**src/rtl/ptc_pkg.sv**
```systemverilog
package ptc_pkg;
  parameter int SEC_W = 32;
  parameter int SUB_W = 32;

  // Wrap moduli, one bit wider than the sub-second count.
  localparam logic [SUB_W:0] BIN_MOD = {2'b01, {(SUB_W-1){1'b0}}};
  localparam logic [SUB_W:0] DIG_MOD = (SUB_W+1)'(1_000_000_000);

  typedef struct packed {
    logic             load;
    logic             neg;
    logic [SEC_W-1:0] sec;
    logic [SUB_W-1:0] sub;
  } ptc_cmd_t;

  function automatic logic [SUB_W:0] wrap_mod(input logic digital);
    return digital ? DIG_MOD : BIN_MOD;
  endfunction
endpackage

```
**src/rtl/ptc_rst_sync.sv**
```systemverilog
module ptc_rst_sync #(
  parameter int STAGES = 2
) (
  input  logic clk,
  input  logic rst_n,
  output logic rst_core_n
);
  logic [STAGES-1:0] sync_q;

  always_ff @(posedge clk or negedge rst_n) begin
    if (!rst_n) sync_q <= '0;
    else        sync_q <= {sync_q[STAGES-2:0], 1'b1};
  end

  assign rst_core_n = sync_q[STAGES-1];
endmodule

```
**src/rtl/ptc_tick_gen.sv**
```systemverilog
module ptc_tick_gen #(
  parameter int ACC_W = 32
) (
  input  logic             clk,
  input  logic             rst_n,
  input  logic             fine_mode,
  input  logic [ACC_W-1:0] addend,
  output logic             tick
);
  logic [ACC_W-1:0] acc_q, acc_d;
  logic [ACC_W:0]   acc_sum;

  always_comb begin
    acc_sum = {1'b0, acc_q} + {1'b0, addend};
    if (fine_mode) begin
      acc_d = acc_sum[ACC_W-1:0];
      tick  = acc_sum[ACC_W];
    end else begin
      acc_d = acc_q;
      tick  = 1'b1;
    end
  end

  always_ff @(posedge clk or negedge rst_n) begin
    if (!rst_n)         acc_q <= '0;
    else if (fine_mode) acc_q <= acc_d;
  end
endmodule

```
**src/rtl/ptc_cmd_stage.sv**
```systemverilog
module ptc_cmd_stage
  import ptc_pkg::*;
(
  input  logic             clk,
  input  logic             rst_n,
  input  logic             set_req,
  input  logic             adj_req,
  input  logic             cmd_neg,
  input  logic [SEC_W-1:0] cmd_sec,
  input  logic [SUB_W-1:0] cmd_sub,
  output logic             apply,
  output ptc_cmd_t         cmd,
  output logic             done
);
  logic     pend_q, pend_d;
  logic     done_d;
  logic     take;
  ptc_cmd_t cmd_q, cmd_d;

  always_comb begin
    take   = !pend_q && (set_req || adj_req);
    pend_d = take;
    done_d = pend_q;
    cmd_d  = cmd_q;
    if (take) begin
      cmd_d.load = set_req;
      cmd_d.neg  = cmd_neg;
      cmd_d.sec  = cmd_sec;
      cmd_d.sub  = cmd_sub;
    end
  end

  always_ff @(posedge clk or negedge rst_n) begin
    if (!rst_n) begin
      pend_q <= 1'b0;
      done   <= 1'b0;
      cmd_q  <= '0;
    end else begin
      pend_q <= pend_d;
      done   <= done_d;
      if (take) cmd_q <= cmd_d;
    end
  end

  assign apply = pend_q;
  assign cmd   = cmd_q;
endmodule

```
**src/rtl/ptc_time_core.sv**
```systemverilog
module ptc_time_core
  import ptc_pkg::*;
#(
  parameter int INC_W = 8
) (
  input  logic             clk,
  input  logic             rst_n,
  input  logic             digital_mode,
  input  logic [INC_W-1:0] step_inc,
  input  logic             tick,
  input  logic             apply,
  input  ptc_cmd_t         cmd,
  output logic [SEC_W-1:0] sec,
  output logic [SUB_W-1:0] sub,
  output logic             pulse
);
  localparam int PAD_W = SUB_W + 1 - INC_W;

  logic [SEC_W-1:0] sec_q, sec_d;
  logic [SUB_W-1:0] sub_q, sub_d;
  logic             pulse_d;
  logic [SUB_W:0]   lim, inc_sum, add_sum, dif, dif_fix;
  logic             inc_wrap, add_wrap, borrow;

  always_comb begin
    lim      = wrap_mod(digital_mode);
    inc_sum  = {1'b0, sub_q} + {{PAD_W{1'b0}}, step_inc};
    inc_wrap = inc_sum >= lim;
    add_sum  = {1'b0, sub_q} + {1'b0, cmd.sub};
    add_wrap = add_sum >= lim;
    dif      = {1'b0, sub_q} - {1'b0, cmd.sub};
    borrow   = dif[SUB_W];
    dif_fix  = dif + lim;

    sec_d   = sec_q;
    sub_d   = sub_q;
    pulse_d = 1'b0;
    if (apply) begin
      if (cmd.load) begin
        sec_d = cmd.sec;
        sub_d = cmd.sub;
      end else if (!cmd.neg) begin
        sub_d = add_wrap ? SUB_W'(add_sum - lim) : add_sum[SUB_W-1:0];
        sec_d = sec_q + cmd.sec + SEC_W'(add_wrap);
      end else begin
        sub_d = borrow ? dif_fix[SUB_W-1:0] : dif[SUB_W-1:0];
        sec_d = sec_q - cmd.sec - SEC_W'(borrow);
      end
    end else if (tick) begin
      sub_d   = inc_wrap ? SUB_W'(inc_sum - lim) : inc_sum[SUB_W-1:0];
      sec_d   = sec_q + SEC_W'(inc_wrap);
      pulse_d = inc_wrap;
    end
  end

  always_ff @(posedge clk or negedge rst_n) begin
    if (!rst_n) begin
      sec_q <= '0;
      sub_q <= '0;
      pulse <= 1'b0;
    end else begin
      sec_q <= sec_d;
      sub_q <= sub_d;
      pulse <= pulse_d;
    end
  end

  assign sec = sec_q;
  assign sub = sub_q;
endmodule

```
**src/rtl/ptc_snapshot.sv**
```systemverilog
module ptc_snapshot #(
  parameter int W = 64
) (
  input  logic         clk,
  input  logic         rst_n,
  input  logic         en,
  input  logic [W-1:0] din,
  output logic [W-1:0] dout
);
  logic [W-1:0] snap_d;

  always_comb snap_d = en ? din : dout;

  always_ff @(posedge clk or negedge rst_n) begin
    if (!rst_n) dout <= '0;
    else        dout <= snap_d;
  end
endmodule

```
**src/rtl/ptp_time_counter.sv**
```systemverilog
module ptp_time_counter
  import ptc_pkg::*;
#(
  parameter int INC_W = 8,
  parameter int ACC_W = 32
) (
  input  logic             clk,
  input  logic             rst_n,
  input  logic             fine_mode,
  input  logic             digital_mode,
  input  logic [INC_W-1:0] step_inc,
  input  logic [ACC_W-1:0] addend,
  input  logic             set_req,
  input  logic             adj_req,
  input  logic             cmd_neg,
  input  logic [SEC_W-1:0] cmd_sec,
  input  logic [SUB_W-1:0] cmd_sub,
  input  logic             rd_strobe,
  output logic [SEC_W-1:0] now_sec,
  output logic [SUB_W-1:0] now_sub,
  output logic             sec_pulse,
  output logic             cmd_busy,
  output logic             cmd_done,
  output logic [SEC_W-1:0] snap_sec,
  output logic [SUB_W-1:0] snap_sub
);
  localparam int SNAP_W = SEC_W + SUB_W;

  logic        rst_core_n;
  logic        tick;
  logic        apply;
  ptc_cmd_t    cmd;
  logic [SNAP_W-1:0] snap_q;

  ptc_rst_sync #(.STAGES(2)) u_rst (
    .clk(clk), .rst_n(rst_n), .rst_core_n(rst_core_n)
  );

  ptc_tick_gen #(.ACC_W(ACC_W)) u_tick (
    .clk(clk), .rst_n(rst_core_n), .fine_mode(fine_mode),
    .addend(addend), .tick(tick)
  );

  ptc_cmd_stage u_cmd (
    .clk(clk), .rst_n(rst_core_n), .set_req(set_req), .adj_req(adj_req),
    .cmd_neg(cmd_neg), .cmd_sec(cmd_sec), .cmd_sub(cmd_sub),
    .apply(apply), .cmd(cmd), .done(cmd_done)
  );

  ptc_time_core #(.INC_W(INC_W)) u_core (
    .clk(clk), .rst_n(rst_core_n), .digital_mode(digital_mode),
    .step_inc(step_inc), .tick(tick), .apply(apply), .cmd(cmd),
    .sec(now_sec), .sub(now_sub), .pulse(sec_pulse)
  );

  ptc_snapshot #(.W(SNAP_W)) u_snap (
    .clk(clk), .rst_n(rst_core_n), .en(rd_strobe),
    .din({now_sec, now_sub}), .dout(snap_q)
  );

  assign cmd_busy = apply;
  assign snap_sec = snap_q[SNAP_W-1:SUB_W];
  assign snap_sub = snap_q[SUB_W-1:0];
endmodule

```
**config.mk**
```make
export PLATFORM = sky130hd
export DESIGN_NAME = ptp_time_counter
export DESIGN_NICKNAME = d
export VERILOG_FILES = /design/src/rtl/ptc_pkg.sv /design/src/rtl/ptc_rst_sync.sv /design/src/rtl/ptc_tick_gen.sv /design/src/rtl/ptc_cmd_stage.sv /design/src/rtl/ptc_time_core.sv /design/src/rtl/ptc_snapshot.sv /design/src/rtl/ptp_time_counter.sv
export SDC_FILE = /design/constraint.sdc
export NUM_CORES = 1
export LEC_CHECK = 0
export ABC_AREA = 1
export BUFFER_PORTS_ARGS = -buffer_cell sky130_fd_sc_hd__buf_4
export CAP_MARGIN = 40
export CORE_MARGIN = 8
export CORE_UTILIZATION = 43
export CTS_BUF_LIST = sky130_fd_sc_hd__clkbuf_16
export CTS_CLUSTER_DIAMETER = 60
export DETAILED_ROUTE_END_ITERATION = 10
export PLACE_DENSITY = 0.7
export RECOVER_POWER = 100
export SYNTH_ARGS = -nofsm -noshare
export SYNTH_HDL_FRONTEND = slang
export SYNTH_SLANG_ARGS = --single-unit
export TNS_END_PERCENT = 20
```
**constraint.sdc**
```tcl
create_clock -name clk -period 7.4 [get_ports clk]
set_input_delay 0.74 -clock clk [delete_from_list [all_inputs] [get_ports clk]]
set_output_delay 0.74 -clock clk [all_outputs]
set_load 0.03 [all_outputs]
```
## Word level (Yosys, flattened, before mapping)

Index checks and enable logic that the tools add are counted.

- Register bits: 231
- Logic and storage cells: 45
- Output and inout bits: 131
- Bits of input ports: 112

- $add $sub $neg: 12
- Mux-type cells: 15
- Reduce and logical (&&, ||, !) cells: 4
- Magnitude comparators: 2

Operators by type and width:

| kind | number |
|---|---|
| two-way mux 32 bit | 12 |
| subtractor 32 bit | 3 |
| adder 32 x 32 -> 33 bit | 2 |
| >= comparator 33 x 32 -> 1 bit | 2 |
| adder 32 x 1 -> 32 bit | 2 |
| adder 32 bit | 2 |
| adder 32 x 8 -> 33 bit | 1 |
| subtractor 32 x 32 -> 33 bit | 1 |
| subtractor 32 x 1 -> 32 bit | 1 |
| two-way mux 1 bit | 3 |
| nonzero test 2 bit | 1 |
| logical AND 1 bit | 1 |
| zero test 1 bit | 1 |
| logical OR 1 bit | 1 |

## Logic depth before layout (Yosys ltp)

Gate-level depths: netlist (run 1).

- Depth after elaboration: 6
- Gate-level depth with buffers: 54

## By module

A second synthesis (run 1) with hierarchy kept.

- Cell total of the unflattened synthesis: 4328
- Area, all modules: 26883.3 µm²

By module, submodules not included:

| module | sequential area each (µm²) | times used | area an instance (µm²) | cells an instance |
|---|---|---|---|---|
| ptc_time_core | 1626.6 | 1 | 17982.2 | 3138 |
| ptc_tick_gen | 800.8 | 1 | 3584.7 | 617 |
| ptc_cmd_stage | 1701.6 | 1 | 2816.5 | 300 |
| ptc_snapshot | 1601.5 | 1 | 2446.1 | 270 |
| ptc_rst_sync | 50.0 | 1 | 53.8 | 3 |

## Least setup slack after synthesis (run 1)

OpenSTA, ideal clock, no wires.

- Path type: input to register
- Start: input port step_inc[7]
- End: register u_core.sec_q[28], in the netlist u_core.sec[28]
- Path slack: 0.902 ns
- Data required time: 7.269 ns
- Stages on the path: 45
- Path buffers: 1
- Setup time: 0.131 ns
- Arrival: 6.368 ns
- Cells stage by stage: ha_1 nand2_1 nor2_1 nand2_1 o21ai_2 nand2_1 nor3_1 nand3_1 nor2_1 nand2_1 nor2_1 nand2_1 xor2_1 inv_1 ha_1 nand2_1 inv_1 nand4_1 (+9 left out) ha_1 ha_1 nand2_1 nor2_1 nand2_1 nor2_1 nand2_1 nor2_1 nand2_1 inv_1 nand2_1 nor2_1 nand4_1 nor4_1 nand3_1 xor2_1 o21ai_0 a22oi_1

- Word-level cells in the longest chain between the ends: 5

RTL lines:

| element | line | source |
|---|---|---|
| start, declared | ptp_time_counter.sv:11 | `input logic [INC_W-1:0] step_inc,` |
| adder 32 x 8 -> 33 bit | ptc_time_core.sv:27 | `inc_sum = {1'b0, sub_q} + {{PAD_W{1'b0}}, step_inc};` |
| >= comparator 33 x 32 -> 1 bit | ptc_time_core.sv:28 | `inc_wrap = inc_sum >= lim;` |
| adder 32 x 1 -> 32 bit | ptc_time_core.sv:51 | `sec_d = sec_q + SEC_W'(inc_wrap);` |
| two-way mux 32 bit | ptc_time_core.sv:49 | `end else if (tick) begin` |
| two-way mux 32 bit | ptc_time_core.sv:38 | `if (apply) begin` |
| end signal, assigned | ptc_time_core.sv:58 | `sec_q <= '0;` |
| end signal, assigned | ptc_time_core.sv:62 | `sec_q <= sec_d;` |
| end, declared | ptc_time_core.sv:19 | `logic [SEC_W-1:0] sec_q, sec_d;` |

Every way passes these cells. The select of a mux whose other input is x is not followed.
A chain may end at the register's enable or synchronous reset.

## Final worst setup path (run 1)

- Start: register u_core.sub_q[0], in the netlist u_core.sub[0]
- End: register u_core.sec_q[28], in the netlist u_core.sec[28]

- Word-level cells in the longest chain between the ends: 6

RTL lines:

| element | line | source |
|---|---|---|
| start, declared | ptc_time_core.sv:20 | `logic [SUB_W-1:0] sub_q, sub_d;` |
| start signal, assigned | ptc_time_core.sv:63 | `sub_q <= sub_d;` |
| adder 32 x 32 -> 33 bit | ptc_time_core.sv:29 | `add_sum = {1'b0, sub_q} + {1'b0, cmd.sub};` |
| >= comparator 33 x 32 -> 1 bit | ptc_time_core.sv:30 | `add_wrap = add_sum >= lim;` |
| adder 32 x 1 -> 32 bit | ptc_time_core.sv:44 | `sec_d = sec_q + cmd.sec + SEC_W'(add_wrap);` |
| two-way mux 32 bit | ptc_time_core.sv:42 | `end else if (!cmd.neg) begin` |
| two-way mux 32 bit | ptc_time_core.sv:39 | `if (cmd.load) begin` |
| two-way mux 32 bit (*) | ptc_time_core.sv:38 |  |

Every way passes the cells marked *; elsewhere a longest branch is shown, timed or not. The select of a mux whose other input is x is not followed.

==> reports/results.tsv, run 1 <==
stage	metric	value	unit
final_layout	number of diodes	0	
worst_setup_path	CP max stage delay	0.44	ns
worst_setup_path	crit path kind	reg -> reg	
logic_synthesis	syn nets	4338	
final_layout	footprint of the multi-input gates	17100	µm²
logic_synthesis	number of library cell types mapped by synthesis	63	
floorplanning	Die Ht	259	µm
worst_setup_path	crit-path max FO	5	
cts	H-tree depth	2	
timing	Total Neg Setup Slack	0	ns
placement	post-detail-place hpwl	74.4	mm
route	Via Count	27500	
timing	Max Clk Rate	147	MHz
cts	CTS tree	done	
timing	final setup fails	0	
cts	clk slew on worst S/H paths	0.06	ns
worst_setup_path	CP dominant cell by count	nand2_1	
final_layout	final core utilization	0.490	
logic_synthesis	post-synth top area cell	dfrtp_1	
logic_synthesis	register area share after synthesis	0.228	
placement	gpl congestion	0.995	
final_layout	FF+latch area	5780	µm²
status	status	complete, but fails checks	
timing	final hold violation count	0	
final_layout	Fillers	6203	
worst_setup_path	reg2reg setup slack	0.58	ns
final_layout	Nets	4545	
worst_setup_path	CP Launch Type	register	
timing	Slew Limit Fails	374	
final_layout	most frequent cells in the layout	959 x nand2_1, 524 x inv_1, 396 x a21oi_1	
timing	period utilization	0.922	
grt	global-route wire length before repair	145	mm
status	failing checks	capacitance limit, slew limit	
placement	Placed Area	28000	µm²
timing	Final Skew	0.0184	ns
route	Vias/cell	5.52	
floorplanning	initial core utilization	0.432	
floorplanning	die area	67000	µm²
floorplanning	Placeable Area	58700	µm²
final_layout	synth-to-layout area growth	13.3	%
cts	CTS Root Cell	clkbuf_16	
route	Pre-antenna DRT Iters	6	
route	DRT Wirelength	94.4	mm
logic_synthesis	Synth area leaders	dfrtp_1 23%, nand2_1 14%, ha_1 12%, a21oi_1 7.9%, inv_1 7.7%	
final_layout	commonest non-fill, non-tap cell in the layout	nand2_1	
cts	Clock Tree Buf Depth	3	
route	DR WL/cell	18.9	µm
logic_synthesis	Cells after Synth	3978	
job	maxcap violations	7	
min_path	Hold Crit Class	reg -> reg	
logic_synthesis	FFs w/ async S/R, synth	1.00	
grt	initial antenna violation count	0	
route	Post-DRT Antenna Nets	0	
logic_synthesis	syn_area_per_cell	6.38	µm²
cts	clk_lat worst skew	0.56	ns
min_path	Min-Delay Path Depth	0	
placement	number of port buffers	242	
floorplanning	IO Pins	243	
worst_setup_path	reg-to-reg endpoint	u_core.sec[28]$_DFFE_PN0P_	
worst_setup_path	critical path's top delay family	simple AND/OR/NAND/NOR gates	
cts	clock sinks	231	
floorplanning	# rows	89	
grt	grt ovf	0	
worst_setup_path	worst r2r src	u_core.sub[0]$_DFFE_PN0P_	
cts	Num CTS Buffers	36	
worst_setup_path	Worst Path Buf+Inv	4	
floorplanning	Die X	259	µm
timing	Relative slew margins	-1.18	
worst_setup_path	Crit path required time	7.87	ns
route	DRC Markers	0	
final_layout	layout cells sized above 1	0.0746	
worst_setup_path	crit path DAT	7.29	ns
timing	Worst-Margin Slew	3.27	ns
grt	Tot GR Track Use	0.269	
logic_synthesis	synth warn	0	
worst_setup_path	Crit-path slowest cell	fa_1	
route	initial DRC count	2333	
worst_setup_path	crit end category	register	
grt	largest net degree at the start of global routing	170	
logic_synthesis	Post-synth EDFFs	0	
final_layout	post-route cell area	28700	µm²
timing	Min Hold Slack	0.354	ns
grt	vias in the first global route	26200	
min_path	hold endpoint	u_rst.sync_q[1]$_DFF_PN0_	
logic_synthesis	Main synth FF type	dfrtp_1	
logic_synthesis	FF+latch count, synth	231	
logic_synthesis	top cell type's share of synthesized area	0.228	
logic_synthesis	Post-Syn Area	25400	µm²
worst_setup_path	Reg2Reg Depth	47	
timing	minimum clock period	6.82	ns
min_path	Hold Crit Start	u_rst.sync_q[0]$_DFF_PN0_	
-- per-stage QoR --
stage          worst slack [ns]  cells
5_1_grt                -0.00694   4984
6_report                  0.575   4984
4_1_cts                   0.321   4980
3_3_place_gp              0.204   4913
2_1_floorplan             0.486   3978
3_5_place_dp            -0.0183   4915
-- cell families after synthesis --
kind of cell	after synthesis	synth area share
xor+xnor	134	0.0479
flops	231	0.228
compound gates	893	0.195
mux	2	0.000888
buf+inv	658	0.101
other cells	1	0.000148
fa+ha+maj	248	0.125
simple gates	1811	0.302
-- worst max-delay path by stage --
stage,cells past startpoint,from,slack (ns),endpoint
global placement,41,step_inc[6],0.20,u_core.sec[31]$_DFFE_PN0P_
global route,47,u_core.sub[18]$_DFFE_PN0P_,-0.007,u_core.sec[28]$_DFFE_PN0P_
floorplan,0,u_rst.sync_q[1]$_DFF_PN0_,0.49,u_cmd.apply$_DFF_PN0_
finish,47,u_core.sub[0]$_DFFE_PN0P_,0.58,u_core.sec[28]$_DFFE_PN0P_
CTS,40,u_core.sub[5]$_DFFE_PN0P_,0.32,u_core.sec[31]$_DFFE_PN0P_
detailed placement,41,step_inc[6],-0.02,u_core.sec[31]$_DFFE_PN0P_
-- layout make-up --
type | instances | area share
clock inverters | 26 | 0.00797
multi-input cells | 3089 | 0.595
well taps | 773 | 0.0336
clock buffers | 38 | 0.0331
inverters | 540 | 0.0706
flip-flops and latches | 231 | 0.201
repair buffers | 287 | 0.0580
-- cells in the mapped netlist, drive strengths merged, types with 5 or more instances --
| master | n |
|---|---|
| a211oi | 7 |
| a21boi | 8 |
| a21o | 15 |
| a21oi | 402 |
| a221oi | 5 |
| a22oi | 14 |
| a31oi | 24 |
| and3 | 5 |
| buf | 47 |
| clkbuf | 71 |
| dfrtp | 231 |
| fa | 8 |
| ha | 240 |
| inv | 536 |
| nand2 | 978 |
| nand3 | 255 |
| nand3b | 11 |
| nand4 | 48 |
| nor2 | 409 |
| nor3 | 63 |
| nor4 | 19 |
| o211ai | 40 |
| o21a | 16 |
| o21ai | 314 |
| o21bai | 18 |
| o221ai | 7 |
| o22ai | 9 |
| o31ai | 6 |
| or2 | 19 |
| xnor2 | 21 |
| xor2 | 113 |
-- metal layers --
metal | track usage | routed length (µm) | up-vias
met3 | 0.0422 | 6790 | 192
met4 | 0.105 | 3740 | 0
met5 | 0 | 0 | -
met2 | 0.457 | 44500 | 1064
met1 | 0.339 | 39300 | 12700
li1 | - | - | 13500
-- timing repair --
item,in CTS,in global routing
hold endpoints to repair,2,0
endpoints found under the setup margin,0,15
hold buffers,1,0
buffers inserted,0,4
resized for setup,0,33
-- sequential cells by signal, summed over array words and instances, names as in the netlist --
register / count
u_core.sub: 32
u_cmd.apply: 1
u_snap.dout: 64
u_cmd.done: 1
u_rst.sync_q: 2
u_cmd.cmd: 66
u_core.pulse: 1
u_tick.acc_q: 32
u_core.sec: 32
Power of run 1 is left out: the tool's default activity adds up to more than one toggle a clock period on the data nets, which glitch-free logic cannot reach.
==> inputs of run 2 (changes only) <==
Settings changed: ABC_AREA 1 to default, CORE_UTILIZATION 43 to 50, PLACE_DENSITY 0.7 to 0.79.
Clock period 7.4 ns to 5.7 ns, I/O delays scaled along.
==> run 2 against run 1 <==
Against the previous run:
- the run ends with capacitance limit, slew limit, setup timing left
- sequential cell count is the same
- worst hold slack got worse by 0.19 ns
- non-clock buffer count grew 491
- wire length is 7.9% lower
- synthesized area is 9.0% lower
- fmax shrank 3.9%
- clock-buffer cell count is 9 lower
- sequential share of layout area shrank 1.1 points
- cell area up 6.0%
- first-iteration DRC count shrank 17%
- clock skew is 0.0020 ns lower
- register-to-register slack worse by 2.0 ns
==> reports/results.tsv, run 2 <==
stage	metric	value	unit
status	status	complete, but fails checks	
status	failing checks	capacitance limit, slew limit, setup timing	
route	Pre-antenna DRT Iters	6	
placement	post-detail-place hpwl	67.1	mm
timing	minimum clock period	7.11	ns
final_layout	number of diodes	0	
final_layout	final core utilization	0.670	
grt	initial antenna violation count	1	
final_layout	most frequent cells in the layout	632 x buf_4, 299 x nand2_1, 233 x nor2_1	
worst_setup_path	CP dominant cell by count	buf_4	
route	Post-DRT Antenna Nets	0	
final_layout	layout cells sized above 1	0.269	
timing	Worst-Margin Slew	3.41	ns
grt	vias in the first global route	25300	
cts	Clock Tree Buf Depth	3	
worst_setup_path	Reg2Reg Depth	41	
timing	final hold violation count	0	
logic_synthesis	Main synth FF type	dfrtp_1	
cts	CTS tree	done	
final_layout	commonest non-fill, non-tap cell in the layout	buf_4	
logic_synthesis	top cell type's share of synthesized area	0.250	
logic_synthesis	FFs w/ async S/R, synth	1.00	
worst_setup_path	crit path kind	reg -> reg	
route	Via Count	24800	
timing	Final Skew	0.0164	ns
timing	final worst setup slack	-1.41	ns
worst_setup_path	reg2reg setup slack	-1.41	ns
grt	Tot GR Track Use	0.314	
timing	RSZ-0062 raised after global routing	true	
grt	largest net degree at the start of global routing	134	
route	initial DRC count	1947	
worst_setup_path	Crit path required time	6.12	ns
floorplanning	Die Ht	231	µm
logic_synthesis	Post-synth EDFFs	0	
worst_setup_path	crit-path max FO	3	
floorplanning	initial core utilization	0.508	
worst_setup_path	Crit-path slowest cell	dfrtp_1	
timing	Slew Limit Fails	377	
logic_synthesis	syn nets	3211	
cts	Num CTS Buffers	29	
grt	grt ovf	0	
cts	clk_lat worst skew	0.59	ns
worst_setup_path	crit path DAT	7.52	ns
timing	Relative slew margins	-1.27	
logic_synthesis	syn_area_per_cell	8.10	µm²
logic_synthesis	Post-Syn Area	23100	µm²
logic_synthesis	most common cell in the netlist	nand2_1	
worst_setup_path	CP Launch Type	register	
placement	number of port buffers	242	
timing	final setup fails	31	
grt	global-route wire length before repair	136	mm
final_layout	Nets	3904	
placement	gpl congestion	0.980	
logic_synthesis	FF+latch count, synth	231	
timing	period utilization	1.25	
cts	clk slew on worst S/H paths	0.06	ns
cts	CTS Root Cell	clkbuf_16	
route	DR WL/cell	20.9	µm
timing	Max Clk Rate	141	MHz
route	DRC Markers	0	
floorplanning	Placeable Area	45500	µm²
worst_setup_path	crit end category	register	
logic_synthesis	number of library cell types mapped by synthesis	94	
logic_synthesis	register area share after synthesis	0.250	
floorplanning	die area	53300	µm²
final_layout	number of flip-flops in the largest register	66	
route	Vias/cell	5.95	
floorplanning	Die X	231	µm
logic_synthesis	Cells after Synth	2851	
cts	clock sinks	231	
logic_synthesis	Commonest cells post-synth	299 x nand2_1, 241 x nor2_1, 240 x ha_1	
worst_setup_path	Crit. Startpoint	u_cmd.cmd[1]$_DFFE_PN0P_	
cts	H-tree depth	1	
final_layout	synth-to-layout area growth	32.0	%
logic_synthesis	post-synth top area cell	dfrtp_1	
job	maxcap violations	6	
floorplanning	IO Pins	243	
worst_setup_path	reg-to-reg endpoint	u_core.sec[30]$_DFFE_PN0P_	
route	DRT Wirelength	87.0	mm
logic_synthesis	Synth area leaders	dfrtp_1 25%, ha_1 13%, xnor2_1 7.2%, a21oi_1 4.9%, nand2_1 4.9%	
worst_setup_path	CP endpoint	u_core.sec[30]$_DFFE_PN0P_	
min_path	Hold Crit Class	in -> reg	
logic_synthesis	synth warn	0	
worst_setup_path	worst r2r src	u_cmd.cmd[1]$_DFFE_PN0P_	
worst_setup_path	CP max stage delay	0.38	ns
floorplanning	# rows	78	
## run 2: layout make-up
cell class,count,area [µm²]
Clock inverter,24,284
Sequential cell,231,5800
Fill cell,3794,15000
Multi-Input combinational cell,2298,16700
Tap cell,600,751
Timing Repair Buffer,778,5380
Inverter,206,781
Clock buffer,29,726
## run 2: kinds of logic after synthesis
kind of cell	Yosys count	synth area share
other	1	0.000162
AND/OR/NAND/NOR	877	0.176
AO/OA/AOI/OAI	804	0.229
buffers and inverters	322	0.0555
multiplexers	124	0.0593
XOR/XNOR	244	0.0926
flip-flops	231	0.250
adder cells (fa/ha/maj)	248	0.137
## run 2: repair_timing
| action | in CTS | in global routing |
|---|---|---|
| hold endpoints to repair | 2 | 0 |
| hold buffers | 1 | 0 |
| setup buffers | 42 | 9 |
| resized for setup | 112 | 28 |
| setup endpoints to repair | 56 | 54 |
| cloned | 0 | 0 |
| pin swaps | 62 | 31 |
## run 2: per-layer routing
metal  share of wire  vias up  wire (µm)  global-route usage
li1                -    11600          -                   -
met1            0.39    11900      34200               0.377
met2            0.48      998      41800               0.544
met3           0.072      243       6240              0.0500
met4           0.054        0       4720               0.153
met5               0        -          0                   0
## run 2: stage by stage
stage | std cells | setup slack [ns] | hold WS (ns) | area [µm²] | TNS (ns)
CTS | 4157 | -1.23 | 0.148 | 30800 | -16.96
detailed placement | 4063 | -1.76 | 0.299 | 29000 | -45.36
finish | 4166 | -1.41 | 0.169 | 30500 | -21.81
global route | 4166 | -1.67 | 0.159 | 30500 | -32.61
global placement | 4061 | -1.42 | 0.297 | 28900 | -35.64
floorplan | 2851 | -1.29 | 0.274 | 23200 | -13.58
## run 2: critical path: cells and delay by family (launching register included)
family	cells	cell delay (ns)
AND/OR/NAND/NOR	6	0.90
adder cells (fa/ha/maj)	3	1.07
flip-flops	1	0.38
buffers and inverters	16	1.88
AO/OA/AOI/OAI	15	2.56
XOR/XNOR	1	0.13
## run 2: worst min-delay path by stage
stage	start	endpoint	slack, ns	depth (start not counted)
after floorplan	rst_n	u_rst.sync_q[0]$_DFF_PN0_	0.27	0
after global placement	u_rst.sync_q[1]$_DFF_PN0_	u_cmd.cmd[42]$_DFFE_PN0P_	0.30	0
after detailed placement	u_rst.sync_q[1]$_DFF_PN0_	u_cmd.cmd[41]$_DFFE_PN0P_	0.30	0
after CTS	cmd_sec[13]	u_cmd.cmd[45]$_DFFE_PN0P_	0.15	3
after global routing	cmd_sec[19]	u_cmd.cmd[51]$_DFFE_PN0P_	0.16	3
final	cmd_sec[18]	u_cmd.cmd[50]$_DFFE_PN0P_	0.17	3
Power of run 2 is left out for the same reason.
==> inputs of run 3 (changes only) <==
Settings changed: REMOVE_ABC_BUFFERS from default to 1.
==> run 3 against run 2 <==
Against the previous run:
- the run still ends with capacitance limit, slew limit, setup timing left
- largest cell class unchanged
- worst setup slack got worse by 0.033 ns
- fmax shrank 0.46%
- global-route usage is 0.91 points lower
==> reports/results.tsv, run 3 (synthesis gave the netlist of run 2 again) <==
stage	metric	value	unit
grt	global-route wire length before repair	133	mm
cts	CTS Root Cell	clkbuf_16	
final_layout	Fillers	3838	
route	Via Count	24700	
placement	Placed Area	28700	µm²
placement	post-detail-place hpwl	66.0	mm
timing	RSZ-0062 raised after global routing	true	
final_layout	synth-to-layout area growth	31.7	%
cts	Num CTS Buffers	29	
floorplanning	Die Ht	231	µm
final_layout	number of diodes	0	
final_layout	commonest non-fill, non-tap cell in the layout	buf_4	
route	Post-DRT Antenna Nets	0	
floorplanning	Placeable Area	45500	µm²
cts	H-tree depth	1	
min_path	hold endpoint	u_cmd.cmd[50]$_DFFE_PN0P_	
route	DRC Markers	0	
worst_setup_path	worst r2r src	u_core.sub[0]$_DFFE_PN0P_	
route	initial DRC count	2051	
status	failing checks	capacitance limit, slew limit, setup timing	
floorplanning	Die X	231	µm
cts	Clock Tree Buf Depth	3	
worst_setup_path	Crit path required time	6.15	ns
timing	minimum clock period	7.14	ns
grt	initial antenna violation count	2	
worst_setup_path	CP Launch Type	register	
worst_setup_path	reg-to-reg endpoint	u_core.sec[28]$_DFFE_PN0P_	
timing	Max Clk Rate	140	MHz
worst_setup_path	Crit-path slowest cell	fa_2	
status	status	complete, but fails checks	
worst_setup_path	crit end category	register	
timing	Slew Limit Fails	314	
worst_setup_path	Crit. Startpoint	u_core.sub[0]$_DFFE_PN0P_	
route	DR WL/cell	20.7	µm
placement	number of port buffers	242	
route	Pre-antenna DRT Iters	6	
timing	Relative slew margins	-1.27	
timing	Final Skew	0.0235	ns
final_layout	layout cells sized above 1	0.273	
final_layout	most frequent cells in the layout	637 x buf_4, 294 x nand2_1, 229 x nor2_1	
timing	Worst-Margin Slew	3.40	ns
timing	final worst setup slack	-1.44	ns
job	maxcap violations	5	
cts	clock sinks	231	
timing	final setup fails	38	
placement	gpl congestion	0.985	
grt	Tot GR Track Use	0.305	
final_layout	post-route cell area	30400	µm²
worst_setup_path	reg2reg setup slack	-1.44	ns
grt	vias in the first global route	24700	
worst_setup_path	CP dominant cell by count	fa_2	
timing	period utilization	1.25	
cts	clk slew on worst S/H paths	0.06	ns
floorplanning	# rows	78	
worst_setup_path	crit-path max FO	3	
final_layout	Nets	3882	
worst_setup_path	Reg2Reg Depth	37	
min_path	Min-Delay Path Depth	3	
final_layout	FF+latch area	5790	µm²
worst_setup_path	crit path DAT	7.58	ns
worst_setup_path	CP max stage delay	0.38	ns
grt	grt ovf	0	
cts	clk_lat worst skew	0.60	ns
route	DRT Wirelength	85.6	mm
grt	largest net degree at the start of global routing	100	
route	Vias/cell	5.97	
cts	CTS tree	done	
final_layout	number of flip-flops in the largest register	66	
final_layout	footprint of the multi-input gates	16800	µm²
floorplanning	die area	53300	µm²
timing	final hold violation count	0	
worst_setup_path	crit path kind	reg -> reg	
min_path	Hold Crit Class	in -> reg	
min_path	Hold Crit Start	cmd_sec[18]	
floorplanning	IO Pins	243	
floorplanning	initial core utilization	0.508	
## run 3: layout make-up
type                       count  share of cell area
multi-input combinational   2298               0.553
sequential                   231               0.190
timing repair buffer         756               0.176
inverter                     206              0.0261
tap                          600              0.0247
clock buffer                  29              0.0239
clock inverter                21             0.00605
## run 3: critical path: cells and delay by family, from the launching register on
kind                       cells  cell delay (ns)
AOI/OAI and AO/OA             15             2.60
adders and majority gates      5             1.64
buffers and inverters          5             0.54
xor gates and xnor gates       2             0.21
DFF                            1             0.36
and+or+nand+nor               10             1.65
## run 3: how the worst max path moves through the flow
stage | to | slack (ns)
2_1_floorplan | u_core.sec[30]$_DFFE_PN0P_ | -1.99
3_3_place_gp | u_core.sec[30]$_DFFE_PN0P_ | -1.87
3_5_place_dp | u_core.sec[30]$_DFFE_PN0P_ | -2.16
4_1_cts | u_core.sec[30]$_DFFE_PN0P_ | -1.45
5_1_grt | u_core.sec[28]$_DFFE_PN0P_ | -1.72
6_report | u_core.sec[28]$_DFFE_PN0P_ | -1.44
## run 3: stage by stage
| step | TNS, ns | setup slack, ns | hold slack, ns | cells | utilization |
|---|---|---|---|---|---|
| after floorplan | -318.51 | -1.99 | 0.274 | 2735 | - |
| after global placement | -27.52 | -1.87 | 0.343 | 4037 | 0.630 |
| after detailed placement | -34.99 | -2.16 | 0.337 | 4041 | 0.632 |
| after CTS | -23.34 | -1.45 | 0.137 | 4122 | 0.666 |
| after global routing | -37.11 | -1.72 | 0.159 | 4141 | 0.669 |
| final | -24.51 | -1.44 | 0.159 | 4141 | 0.669 |
## run 3: routing by layer
metal | GRT usage | vias to the layer above | routed length (µm)
li1 | - | 11500 | -
met1 | 0.383 | 11900 | 34900
met2 | 0.514 | 1039 | 40100
met3 | 0.0573 | 228 | 6870
met4 | 0.119 | 2 | 3700
met5 | 0 | - | 13
## run 3: what timing repair did
| item | in CTS | in global routing |
|---|---|---|
| setup buffers | 35 | 20 |
| pin swaps | 48 | 52 |
| endpoints found under the hold margin | 2 | 0 |
| hold buffers | 1 | 0 |
| endpoints found under the setup margin | 37 | 55 |
| resized for setup | 86 | 89 |
Power of run 3 is left out for the same reason.
